### config.mk
export PLATFORM = sky130hd
export DESIGN_NAME = desc_chain_seq
export DESIGN_NICKNAME = d
export VERILOG_FILES = /design/src/rtl/dcs_pkg.sv /design/src/rtl/chan_sema.sv /design/src/rtl/desc_check.sv /design/src/rtl/desc_chain_seq.sv
export SDC_FILE = /design/constraint.sdc
export NUM_CORES = 1
export LEC_CHECK = 0
export BUFFER_PORTS_ARGS = -buffer_cell sky130_fd_sc_hd__buf_2
export CORE_ASPECT_RATIO = 1.4
export CORE_MARGIN = 8
export CORE_UTILIZATION = 56
export DETAILED_ROUTE_END_ITERATION = 10
export PLACE_DENSITY = 0.87
export SLEW_MARGIN = 20
export SYNTH_ARGS = -nofsm -noshare
export SYNTH_HDL_FRONTEND = slang
export SYNTH_HIERARCHICAL = 1
export SYNTH_SLANG_ARGS = --single-unit
### constraint.sdc
create_clock -name clk -period 9.9 [get_ports clk]
set_clock_uncertainty 0.15 [all_clocks]
set_input_delay 1.485 -clock clk [delete_from_list [all_inputs] [get_ports clk]]
set_output_delay 1.485 -clock clk [all_outputs]
set_load 0.01 [all_outputs]
### src/rtl/dcs_pkg.sv
// Shared definitions for the descriptor chain sequencer.
// Assumes 32-bit descriptor words, eight to a descriptor.
package dcs_pkg;
    typedef enum logic [2:0] {
        S_IDLE, S_FETCH, S_CHECK, S_XFORM, S_WB, S_DONE, S_HALT
    } seq_state_t;

    localparam int DESC_WORDS  = 8;
    localparam int FETCH_WORDS = DESC_WORDS - 1;

    // word slots inside a descriptor
    localparam int W_NEXT  = 0;
    localparam int W_CTRL1 = 1;
    localparam int W_CTRL2 = 2;
    localparam int W_SRC   = 3;
    localparam int W_DST   = 4;
    localparam int W_SIZE  = 5;
    localparam int W_PAYLD = 6;
    localparam int W_STAT  = 7;

    // control word 1 bit positions
    localparam int C1_IRQ    = 0;
    localparam int C1_DECR   = 1;
    localparam int C1_CHAIN  = 2;
    localparam int C1_CIPHER = 5;
    localparam int C1_ENC    = 8;
    localparam int C1_IVLD   = 9;
    localparam int C1_HWKEY  = 10;
    localparam int C1_PLKEY  = 11;
    // control word 2 bit positions
    localparam int C2_CBC    = 4;

    // error codes (status bits 23:16) and failure flags (bits 7:0)
    localparam logic [7:0] ERR_NONE      = 8'd0;
    localparam logic [7:0] ERR_NEXT_ZERO = 8'd1;
    localparam logic [7:0] ERR_PAYLOAD   = 8'd4;
    localparam logic [7:0] ERR_MODE      = 8'd5;
    localparam logic [7:0] FLG_PACKET    = 8'h08;
    localparam logic [7:0] FLG_SETUP     = 8'h04;
    localparam logic [7:0] FLG_MISMATCH  = 8'h02;

    localparam logic [31:0] STAT_DONE = 32'd1;
endpackage

### src/rtl/chan_sema.sv
// Pending-work credit counter for one channel.
// Adds software credit (saturating), removes one unit per consuming
// descriptor, and can be cleared. Assumes dec_en only when count > 0.
module chan_sema #(
    parameter int SEMA_W = 8
) (
    input  logic              clk,
    input  logic              rst_n,
    input  logic              add_en,
    input  logic [SEMA_W-1:0] add_val,
    input  logic              dec_en,
    input  logic              clr_en,
    output logic [SEMA_W-1:0] cnt
);
    logic [SEMA_W-1:0] cnt_q;
    logic [SEMA_W:0]   base;
    logic [SEMA_W:0]   sum;

    // Next count: optional clear, plus credit, minus consumption.
    always_comb begin
        base = clr_en ? '0 : {1'b0, cnt_q};
        sum  = base
             + (add_en ? {1'b0, add_val} : '0)
             - ((dec_en && !clr_en) ? (SEMA_W+1)'(1) : '0);
    end

    // Count register with saturation at all-ones.
    always_ff @(posedge clk) begin
        if (!rst_n)
            cnt_q <= '0;
        else
            cnt_q <= sum[SEMA_W] ? '1 : sum[SEMA_W-1:0];
    end

    assign cnt = cnt_q;

    p_no_underflow_r3: assert property (@(posedge clk) disable iff (!rst_n)
        dec_en |-> cnt_q != '0);
endmodule

### src/rtl/desc_check.sv
// Combinational consistency check of a fetched descriptor.
// Reports the highest-priority fault: size, key select, payload, next.
module desc_check #(
    parameter int BLK_BYTES = 16
) (
    input  logic                      cipher,
    input  logic                      chain,
    input  logic                      iv_load,
    input  logic                      hw_key,
    input  logic                      pl_key,
    input  logic [$clog2(BLK_BYTES)-1:0] size_low,
    input  logic                      next_zero,
    input  logic                      payload_zero,
    output logic                      bad,
    output logic [7:0]                code,
    output logic [7:0]                flags
);
    import dcs_pkg::*;

    // Priority-ordered fault selection.
    always_comb begin
        bad   = 1'b1;
        code  = ERR_NONE;
        flags = 8'h00;
        if (size_low != '0) begin
            code  = ERR_MODE;
            flags = FLG_MISMATCH;
        end else if (cipher && (hw_key == pl_key)) begin
            code  = ERR_MODE;
            flags = FLG_SETUP;
        end else if (cipher && (pl_key || iv_load) && payload_zero) begin
            code  = ERR_PAYLOAD;
            flags = FLG_SETUP;
        end else if (chain && next_zero) begin
            code  = ERR_NEXT_ZERO;
            flags = FLG_PACKET;
        end else begin
            bad = 1'b0;
        end
    end
endmodule

### src/rtl/desc_chain_seq.sv
// Single-channel descriptor chain sequencer.
// Fetches 7 descriptor words, checks them, runs the transform stub when
// asked, writes completion status, and follows the chain while credit
// remains. Assumes one outstanding memory access, acked per word.
module desc_chain_seq #(
    parameter int ADDR_W    = 32,
    parameter int SEMA_W    = 8,
    parameter int BLK_BYTES = 16
) (
    input  logic              clk,
    input  logic              rst_n,
    input  logic              chan_en,
    input  logic              ptr_wr,
    input  logic [ADDR_W-1:0] ptr_wdata,
    input  logic              sema_wr,
    input  logic [SEMA_W-1:0] sema_add,
    input  logic              irq_ack,
    output logic              mem_req,
    output logic              mem_we,
    output logic [ADDR_W-1:0] mem_addr,
    output logic [31:0]       mem_wdata,
    input  logic              mem_ack,
    input  logic [31:0]       mem_rdata,
    output logic              xf_req,
    output logic              xf_encrypt,
    output logic              xf_cbc,
    output logic              xf_iv_load,
    output logic              xf_hw_key,
    output logic [31:0]       xf_src,
    output logic [31:0]       xf_dst,
    output logic [31:0]       xf_size,
    output logic [31:0]       xf_payload,
    input  logic              xf_done,
    output logic              busy,
    output logic [ADDR_W-1:0] cur_ptr,
    output logic [SEMA_W-1:0] pend_count,
    output logic [31:0]       chan_status,
    output logic              irq
);
    import dcs_pkg::*;

    localparam int IDX_W   = $clog2(FETCH_WORDS);
    localparam int BLK_LSB = $clog2(BLK_BYTES);

    seq_state_t        state_q;
    logic [IDX_W-1:0]  idx_q;
    logic [ADDR_W-1:0] ptr_q;
    logic [31:0]       status_q;
    logic              irq_q;
    logic [31:0]       desc_q [FETCH_WORDS];
    logic [SEMA_W-1:0] pend_cnt;

    logic              start_ok;
    logic              chk_bad;
    logic [7:0]        chk_code;
    logic [7:0]        chk_flags;
    logic [31:0]       ctrl1;
    logic [31:0]       ctrl2;
    logic              irq_set;
    logic              unused_bits;

    assign ctrl1    = desc_q[W_CTRL1];
    assign ctrl2    = desc_q[W_CTRL2];
    assign start_ok = chan_en && (pend_cnt != '0);

    // Descriptor word registers, one per fetched slot.
    for (genvar gi = 0; gi < FETCH_WORDS; gi++) begin : g_word
        // Capture slot gi when its read is acknowledged.
        always_ff @(posedge clk) begin
            if (!rst_n)
                desc_q[gi] <= '0;
            else if (state_q == S_FETCH && mem_ack && idx_q == IDX_W'(gi))
                desc_q[gi] <= mem_rdata;
        end
    end

    desc_check #(.BLK_BYTES(BLK_BYTES)) u_check (
        .cipher       (ctrl1[C1_CIPHER]),
        .chain        (ctrl1[C1_CHAIN]),
        .iv_load      (ctrl1[C1_IVLD]),
        .hw_key       (ctrl1[C1_HWKEY]),
        .pl_key       (ctrl1[C1_PLKEY]),
        .size_low     (desc_q[W_SIZE][BLK_LSB-1:0]),
        .next_zero    (desc_q[W_NEXT] == 32'd0),
        .payload_zero (desc_q[W_PAYLD] == 32'd0),
        .bad          (chk_bad),
        .code         (chk_code),
        .flags        (chk_flags)
    );

    chan_sema #(.SEMA_W(SEMA_W)) u_sema (
        .clk     (clk),
        .rst_n   (rst_n),
        .add_en  (sema_wr),
        .add_val (sema_add),
        .dec_en  (state_q == S_DONE && ctrl1[C1_DECR]),
        .clr_en  (state_q == S_DONE && !ctrl1[C1_CHAIN]),
        .cnt     (pend_cnt)
    );

    // Sequencer state, word index, command pointer and error status.
    always_ff @(posedge clk) begin
        if (!rst_n) begin
            state_q  <= S_IDLE;
            idx_q    <= '0;
            ptr_q    <= '0;
            status_q <= '0;
        end else begin
            case (state_q)
                S_IDLE: begin
                    if (ptr_wr)
                        ptr_q <= ptr_wdata;
                    else if (start_ok) begin
                        state_q <= S_FETCH;
                        idx_q   <= '0;
                    end
                end
                S_FETCH: begin
                    if (mem_ack) begin
                        if (idx_q == IDX_W'(FETCH_WORDS - 1))
                            state_q <= S_CHECK;
                        else
                            idx_q <= idx_q + 1'b1;
                    end
                end
                S_CHECK: begin
                    if (chk_bad) begin
                        state_q  <= S_HALT;
                        status_q <= {8'h00, chk_code, 8'h00, chk_flags};
                    end else if (ctrl1[C1_CIPHER])
                        state_q <= S_XFORM;
                    else
                        state_q <= S_WB;
                end
                S_XFORM: if (xf_done) state_q <= S_WB;
                S_WB:    if (mem_ack) state_q <= S_DONE;
                S_DONE: begin
                    if (ctrl1[C1_CHAIN])
                        ptr_q <= desc_q[W_NEXT][ADDR_W-1:0];
                    state_q <= S_IDLE;
                end
                S_HALT: begin
                    if (ptr_wr) begin
                        ptr_q    <= ptr_wdata;
                        status_q <= '0;
                        state_q  <= S_IDLE;
                    end
                end
                default: state_q <= S_IDLE;
            endcase
        end
    end

    assign irq_set = (state_q == S_CHECK && chk_bad) ||
                     (state_q == S_DONE && ctrl1[C1_IRQ]);

    // Sticky interrupt; a new event wins over an acknowledge.
    always_ff @(posedge clk) begin
        if (!rst_n)
            irq_q <= 1'b0;
        else if (irq_set)
            irq_q <= 1'b1;
        else if (irq_ack)
            irq_q <= 1'b0;
    end

    // Memory port drive: descriptor reads, then status write-back.
    always_comb begin
        mem_req   = (state_q == S_FETCH) || (state_q == S_WB);
        mem_we    = (state_q == S_WB);
        mem_wdata = STAT_DONE;
        mem_addr  = ptr_q + ((state_q == S_WB) ? ADDR_W'(W_STAT * 4)
                                               : ADDR_W'({idx_q, 2'b00}));
    end

    // Transform handshake fields decoded from the held descriptor.
    always_comb begin
        xf_req     = (state_q == S_XFORM);
        xf_encrypt = ctrl1[C1_ENC];
        xf_cbc     = ctrl2[C2_CBC];
        xf_iv_load = ctrl1[C1_IVLD];
        xf_hw_key  = ctrl1[C1_HWKEY];
        xf_src     = desc_q[W_SRC];
        xf_dst     = desc_q[W_DST];
        xf_size    = desc_q[W_SIZE];
        xf_payload = desc_q[W_PAYLD];
    end

    assign busy        = (state_q != S_IDLE && state_q != S_HALT) ||
                         (state_q == S_IDLE && start_ok);
    assign cur_ptr     = ptr_q;
    assign pend_count  = pend_cnt;
    assign chan_status = status_q;
    assign irq         = irq_q;
    assign unused_bits = ^{ctrl1, ctrl2, desc_q[W_NEXT]};

    p_addr_stable_r2: assert property (@(posedge clk) disable iff (!rst_n)
        (mem_req && !mem_ack) |=> (mem_req && $stable(mem_addr) && $stable(mem_we)));

    p_fetch_credit_r2: assert property (@(posedge clk) disable iff (!rst_n)
        (state_q == S_FETCH && $past(state_q) == S_IDLE) |->
            ($past(chan_en) && $past(pend_cnt) != '0));

    p_port_exclusive_r4: assert property (@(posedge clk) disable iff (!rst_n)
        !(mem_req && xf_req));

    p_xf_cipher_only_r4: assert property (@(posedge clk) disable iff (!rst_n)
        xf_req |-> ctrl1[C1_CIPHER]);

    p_writeback_r5: assert property (@(posedge clk) disable iff (!rst_n)
        (mem_req && mem_we) |-> (mem_wdata == 32'd1 &&
                                 mem_addr == ptr_q + ADDR_W'(W_STAT * 4)));

    p_halt_irq_r8: assert property (@(posedge clk) disable iff (!rst_n)
        $rose(state_q == S_HALT) |-> (irq && status_q[23:16] != 8'd0));

    p_halt_quiet_r11: assert property (@(posedge clk) disable iff (!rst_n)
        (state_q == S_HALT) |-> (!mem_req && !xf_req));
endmodule

## Yosys cells after proc, flatten, opt, wreduce, memory -nomap -nowiden

Memories as Yosys holds them, arrays and structs flattened.
Cells that the tools add are included.
Widths: inputs -> output; s select.

| operators by class | value |
|---|---|
| add/sub/neg operators | 4 |
| equal/unequal tests | 25 |
| muxes and demuxes | 69 |
| bitwise operators | 7 |
| reduce and logical (&&, ||, !) cells | 42 |

Operators by type and width:

| operator | number |
|---|---|
| $mux 32 | 11 |
| $pmux 32 s2 | 2 |
| $mux 8 | 9 |
| $logic_not 32->1 | 2 |
| $mux 3 | 13 |
| $add 32x5->32 | 1 |
| $mux 1 | 30 |
| $logic_and 1x1->1 | 20 |
| $eq 3x3->1 const B | 6 |
| $pmux 3 s6 | 1 |
| $ne 2x2->1 const B | 7 |
| $eq 3x2->1 const B | 4 |
| $add 9x9->9 | 1 |
| $sub 9x9->9 | 1 |
| $ne 2x1->1 const B | 4 |
| $reduce_bool 2->1 | 4 |
| $reduce_bool 8->1 | 1 |
| $or 1x1->1 | 7 |
| $reduce_and 7->1 | 1 |
| $eq 3x1->1 const B | 2 |
| $logic_not 3->1 | 2 |
| $pmux 3 s2 | 1 |
| $reduce_and 3->1 | 2 |
| $mux 5 | 1 |
| other kinds (10) | 14 |

| storage, ports and cells | value |
|---|---|
| register bits after elaboration | 79 |
| memory bits (writable) | 224 |
| input port bits | 80 |
| output and inout port bits | 273 |
| word-level logic and storage cells | 154 |
| memories | 1 |

Memories:

| memory | depth | bits a word | read ports | clocked after memory_dff | wr ports | RTL line | RTL |
|---|---|---|---|---|---|---|---|
| desc_q | 7 | 32 | 7 | 0 | 7 | desc_chain_seq.sv:50 | `logic [31:0] desc_q [FETCH_WORDS];` |

## Depth between registers and ports, before layout

An unclocked memory read counts as a cell.

| logic depth | value |
|---|---|
| depth after elaboration | 10 |
| depth in mapped cells | 14 |
| mapped depth without buffers | 13 |

## Modules after synthesis

Netlist, hierarchy kept.

Modules (own cells, without submodules):

| module | instances | cells an instance | area an instance (um^2) | seq. area each (um^2) |
|---|---|---|---|---|
| desc_chain_seq | 1 | 827 | 10,132.2 | 6,175.9 |
| chan_sema | 1 | 97 | 835.8 | 160.2 |
| desc_check | 1 | 27 | 232.7 | 0.0 |

## Worst setup path after synthesis

OpenSTA, ideal clock, no wires.

| path | value |
|---|---|
| path kind | reg-to-output |
| start point | register state_q[1] |
| end point | output port mem_addr[26] |
| arrival | 3.107 ns |
| required time | 8.265 ns |
| setup slack | 5.158 ns |
| cell stages (with the launch flop) | 12 |
| buffers on the path | 1 |
| path through | dfxtp_1 > buf_2 > nor3_1 > or2_2 > ha_1 > inv_1 > fa_1 > nor2b_1 > o2111ai_4 > or3_4 > nor2_1 > xor2_1 |

| on the way | value |
|---|---|
| cells in the longest elaborated chain, start to end | 3 |

RTL lines:

| what | RTL line | RTL |
|---|---|---|
| from (decl) | desc_chain_seq.sv:45 | `seq_state_t state_q;` |
| from (signal assigned) | desc_chain_seq.sv:104 | `state_q <= S_IDLE;` |
| from (signal assigned) | desc_chain_seq.sv:114 | `state_q <= S_FETCH;` |
| from (signal assigned) | desc_chain_seq.sv:121 | `state_q <= S_CHECK;` |
| $eq 3x3->1 | - |  |
| named net mem_we | desc_chain_seq.sv:19 | `output logic mem_we,` |
| $mux 5 | desc_chain_seq.sv:172 | `mem_addr = ptr_q + ((state_q == S_WB) ? ADDR_W'(W_STAT * 4)` |
| $add 32x5->32 | desc_chain_seq.sv:172 |  |
| to (decl) | desc_chain_seq.sv:20 | `output logic [ADDR_W-1:0] mem_addr,` |

The timed path passes the listed nets, and every way through them passes these cells.

## Worst setup path in the final report

| path | value |
|---|---|
| start point | register state_q[2] |
| end point | output port mem_addr[30] |

| on the way | value |
|---|---|
| cells in the longest elaborated chain, start to end | 3 |

RTL lines:

| what | RTL line |
|---|---|
| $eq 3x3->1 | desc_chain_seq.sv:172 |
| $mux 5 | desc_chain_seq.sv:172 |
| $add 32x5->32 | desc_chain_seq.sv:172 |

Every way passes these cells.

==> impl_metrics.json <==
{
  "period_share": 0.5894,
  "critPathMaxStageDelay_ns": 0.61,
  "ir_drop_mv": 0.1507,
  "core_area_mm2": 0.01977,
  "via_count": 8336,
  "drcViolationCount": 0,
  "io_pins": 353,
  "grt_use_total": 0.2332,
  "tritoncts": "built",
  "gp_congestion": 0.9024,
  "setup_tns_ns": 0,
  "max_freq_mhz": 171.4,
  "crit_slowest_cell": "dfxtp_1",
  "final_antenna_net_count": 0,
  "numClockSinks": 232,
  "setup_violations": 0,
  "startpoint": "state_q[2]",
  "dr.pass1.iters": 5,
  "ctsRootBufferMaster": "clkbuf_16",
  "gr-total-overflow": 0,
  "synth.avg_cell_area_um2": 11.78,
  "synthFlopType": "edfxtp_1",
  "maxSlewHeadroom": 0.3159,
  "grt_pass1_wl_mm": 45.08,
  "tightest_slew_ns": 1.025,
  "ys_types": 70,
  "hpwl_mm": 22.51,
  "clk_transition_reported_paths_ns": 0.06,
  "syn_to_final_growth_pct": 19.69,
  "htree_levels": 1,
  "drive_gt1_frac": 0.3101,
  "routedWlPerCell_um": 20.48,
  "status": "complete, no violations",
  "critPathRequiredTime_ns": 8.27,
  "hold_viol": 0,
  "crit_top_cell": "inv_1",
  "worst_ep_arrival_time_ns": 4.20,
  "wl_mm": 30.76,
  "drv_slew": 0,
  "critical_path.max_fanout": 15,
  "port_buffers": 304,
  "path_class": "register to output pin",
  "min_path_type": "register to register",
  "post_cts_buffers": 0,
  "grt_pass1_vias": 8181,
  "clock_tree.buffer_depth": 3,
  "synth_edf_count": 169,
  "antenna_found_initial": 2,
  "timing.rr.start": "state_q[0]",
  "layout_min_cycle_time_ns": 5.835,
  "cts_buffers": 23,
  "crit_path_end": "mem_addr[30]",
  "p_per_area_mw_per_mm2": 225.1,
  "worstReg2RegEnd": "u_sema/cnt[7]",
  "cp-end-kind": "output pin",
  "seq_area_frac_synth": 0.5657,
  "cp_cell_sequence": "inv_1 -> nor3_1 -> or2_2 -> ha_1 -> inv_1 -> fa_1 -> nor2b_1 -> o2111ai_4 -> or3_4 -> nor2_1 -> xor2_1 -> buf_2",
  "critPathLaunchType": "register",
  "reg2reg_slack_ns": 5.75,
  "holdWs_ns": 0.3545,
  "max_cap_violations": 0,
  "whs_path_depth": 2,
  "syn_area_mm2": 0.01120,
  "die_w_um": 135.5,
  "clk_latency_ns": 0.50,
  "viasPerCell": 5.550,
  "die_y_um": 183.3,
  "ctsHoldBuffers": 0,
  "placementRows": 61,
  "yosys_warnings": 6,
  "drtIter0Drc": 455,
  "nets": 1338,
  "grt_max_degree": 97,
  "reg2regPathDepth": 13,
  "rsz0062_at_grt": "false",
  "start_util": 0.5666,
  "async_flop_share": 0,
  "netlist_instances": 951,
  "post_cts_resized": 0,
  "yosys_register_bits": 232,
  "p_leak_nw": 6.408,
  "die_area_mm2": 0.02485
}
## kinds of logic after synthesis
logic type | synth area share
simple gates | 0.1841
flops | 0.5657
fa+ha+maj | 0.03038
xor+xnor | 0.02737
mux | 0.03318
compound gates | 0.08367
buf+inv | 0.07462
other cells | 0.001005
## power by group
part	total [mW]	switching, mW	internal, mW
registers	1.25	0.101	1.15
logic	0.862	0.503	0.360
clock network	0.904	0.359	0.545
## routing by layer
metal  track usage  part of all wire  wire length, um
met5             0                 0                0
met1        0.2609              0.36            10950
met4        0.1020             0.039             1196
met3       0.06435              0.11             3254
met2        0.4054              0.50            15360
## per-stage QoR
| step | setup WS (ns) | cell area, um2 | total power [mW] | utilization | cells |
|---|---|---|---|---|---|
| 2_1_floorplan | 5.158 | 11410 | 1.891 | - | 1007 |
| 3_3_place_gp | 4.770 | 12610 | 2.109 | 0.6377 | 1458 |
| 3_5_place_dp | 4.640 | 12610 | 2.133 | 0.6377 | 1458 |
| 4_1_cts | 4.112 | 13380 | 3.032 | 0.6771 | 1499 |
| 5_1_grt | 3.815 | 13410 | 3.162 | 0.6782 | 1502 |
| 6_report | 4.065 | 13410 | 3.017 | 0.6782 | 1502 |
## area by class of cell
cell class,instances,area (um2)
well taps,252,315.3
multi-input cells,631,4252
inverters,29,108.9
flip-flops and latches,232,6336
clock buffers,29,618.1
repair buffers,315,1612
diodes,2,5.005
fillers,1485,6361
clock inverters,12,160.2
## flip-flops by register name, indices dropped and copies added, names as in the netlist
register and cells:
desc_q 169, cur_ptr 32, chan_status 16, u_sema/cnt 8
idx_q 3, state_q 3, irq 1
## cell usage in the layout (no fill, tap or decap), types with 17 or more instances in the layout
master	n
conb_1	59
xnor2_1	22
dfxtp_1	63
buf_2	304
and2_1	75
mux2i_1	36
nor4_1	17
nor2_1	61
edfxtp_1	169
inv_1	27
nand2_1	40
a211oi_1	30
clkbuf_16	23
and3_1	104
ha_1	24
## synth_stat cells (3+ instances only)
| library cell | n | area [um2] |
|---|---|---|
| conb_1 | 3 | 11.26 |
| buf_2 | 18 | 90.09 |
| nor4_1 | 17 | 106.4 |
| buf_4 | 63 | 473.0 |
| a211oi_2 | 4 | 50.05 |
| nor3_1 | 4 | 20.02 |
| inv_1 | 27 | 101.4 |
| nor2b_1 | 4 | 25.02 |
| a21oi_1 | 9 | 45.04 |
| nand4_1 | 9 | 56.30 |
| o21ai_0 | 6 | 30.03 |
| nor2_1 | 62 | 232.7 |
| xnor2_1 | 22 | 192.7 |
| nand2_1 | 41 | 153.9 |
| ha_1 | 24 | 300.3 |
| and2_1 | 75 | 469.2 |
| clkbuf_1 | 28 | 105.1 |
| nand2b_1 | 10 | 62.56 |
| mux2i_1 | 36 | 360.4 |
| dfxtp_1 | 63 | 1261 |
| edfxtp_1 | 169 | 5075 |
| and4_1 | 5 | 43.79 |
| buf_6 | 4 | 45.04 |
| o211ai_1 | 4 | 30.03 |
| xor2_1 | 13 | 113.9 |
| nor3b_1 | 4 | 30.03 |
| o21a_1 | 10 | 75.07 |
| a211oi_1 | 30 | 225.2 |
| and3_1 | 104 | 650.6 |
| nand3_1 | 8 | 40.04 |
| o21ai_2 | 3 | 26.28 |
| or2_2 | 4 | 25.02 |
| a21o_1 | 5 | 37.54 |
| a22oi_1 | 16 | 120.1 |
| a41o_1 | 3 | 30.03 |
## critical path, delay by kind of cell (launching register included)
| family | cells | cell delay [ns] |
|---|---|---|
| AO/OA/AOI/OAI | 1 | 0.23 |
| XOR/XNOR | 1 | 0.16 |
| adder cells (fa/ha/maj) | 2 | 0.59 |
| buffers and inverters | 3 | 0.42 |
| flip-flops | 1 | 0.61 |
| AND/OR/NAND/NOR | 5 | 1.69 |
## worst min-delay path by stage
stage	from	endpoint	slack (ns)
2_1_floorplan	idx_q[1]	idx_q[1]	0.33
3_3_place_gp	chan_status[5]	chan_status[5]	0.34
3_5_place_dp	chan_status[2]	chan_status[2]	0.35
4_1_cts	chan_status[2]	chan_status[2]	0.36
5_1_grt	chan_status[2]	chan_status[2]	0.38
6_report	chan_status[2]	chan_status[2]	0.35
(Power assumes the default switching activity.)
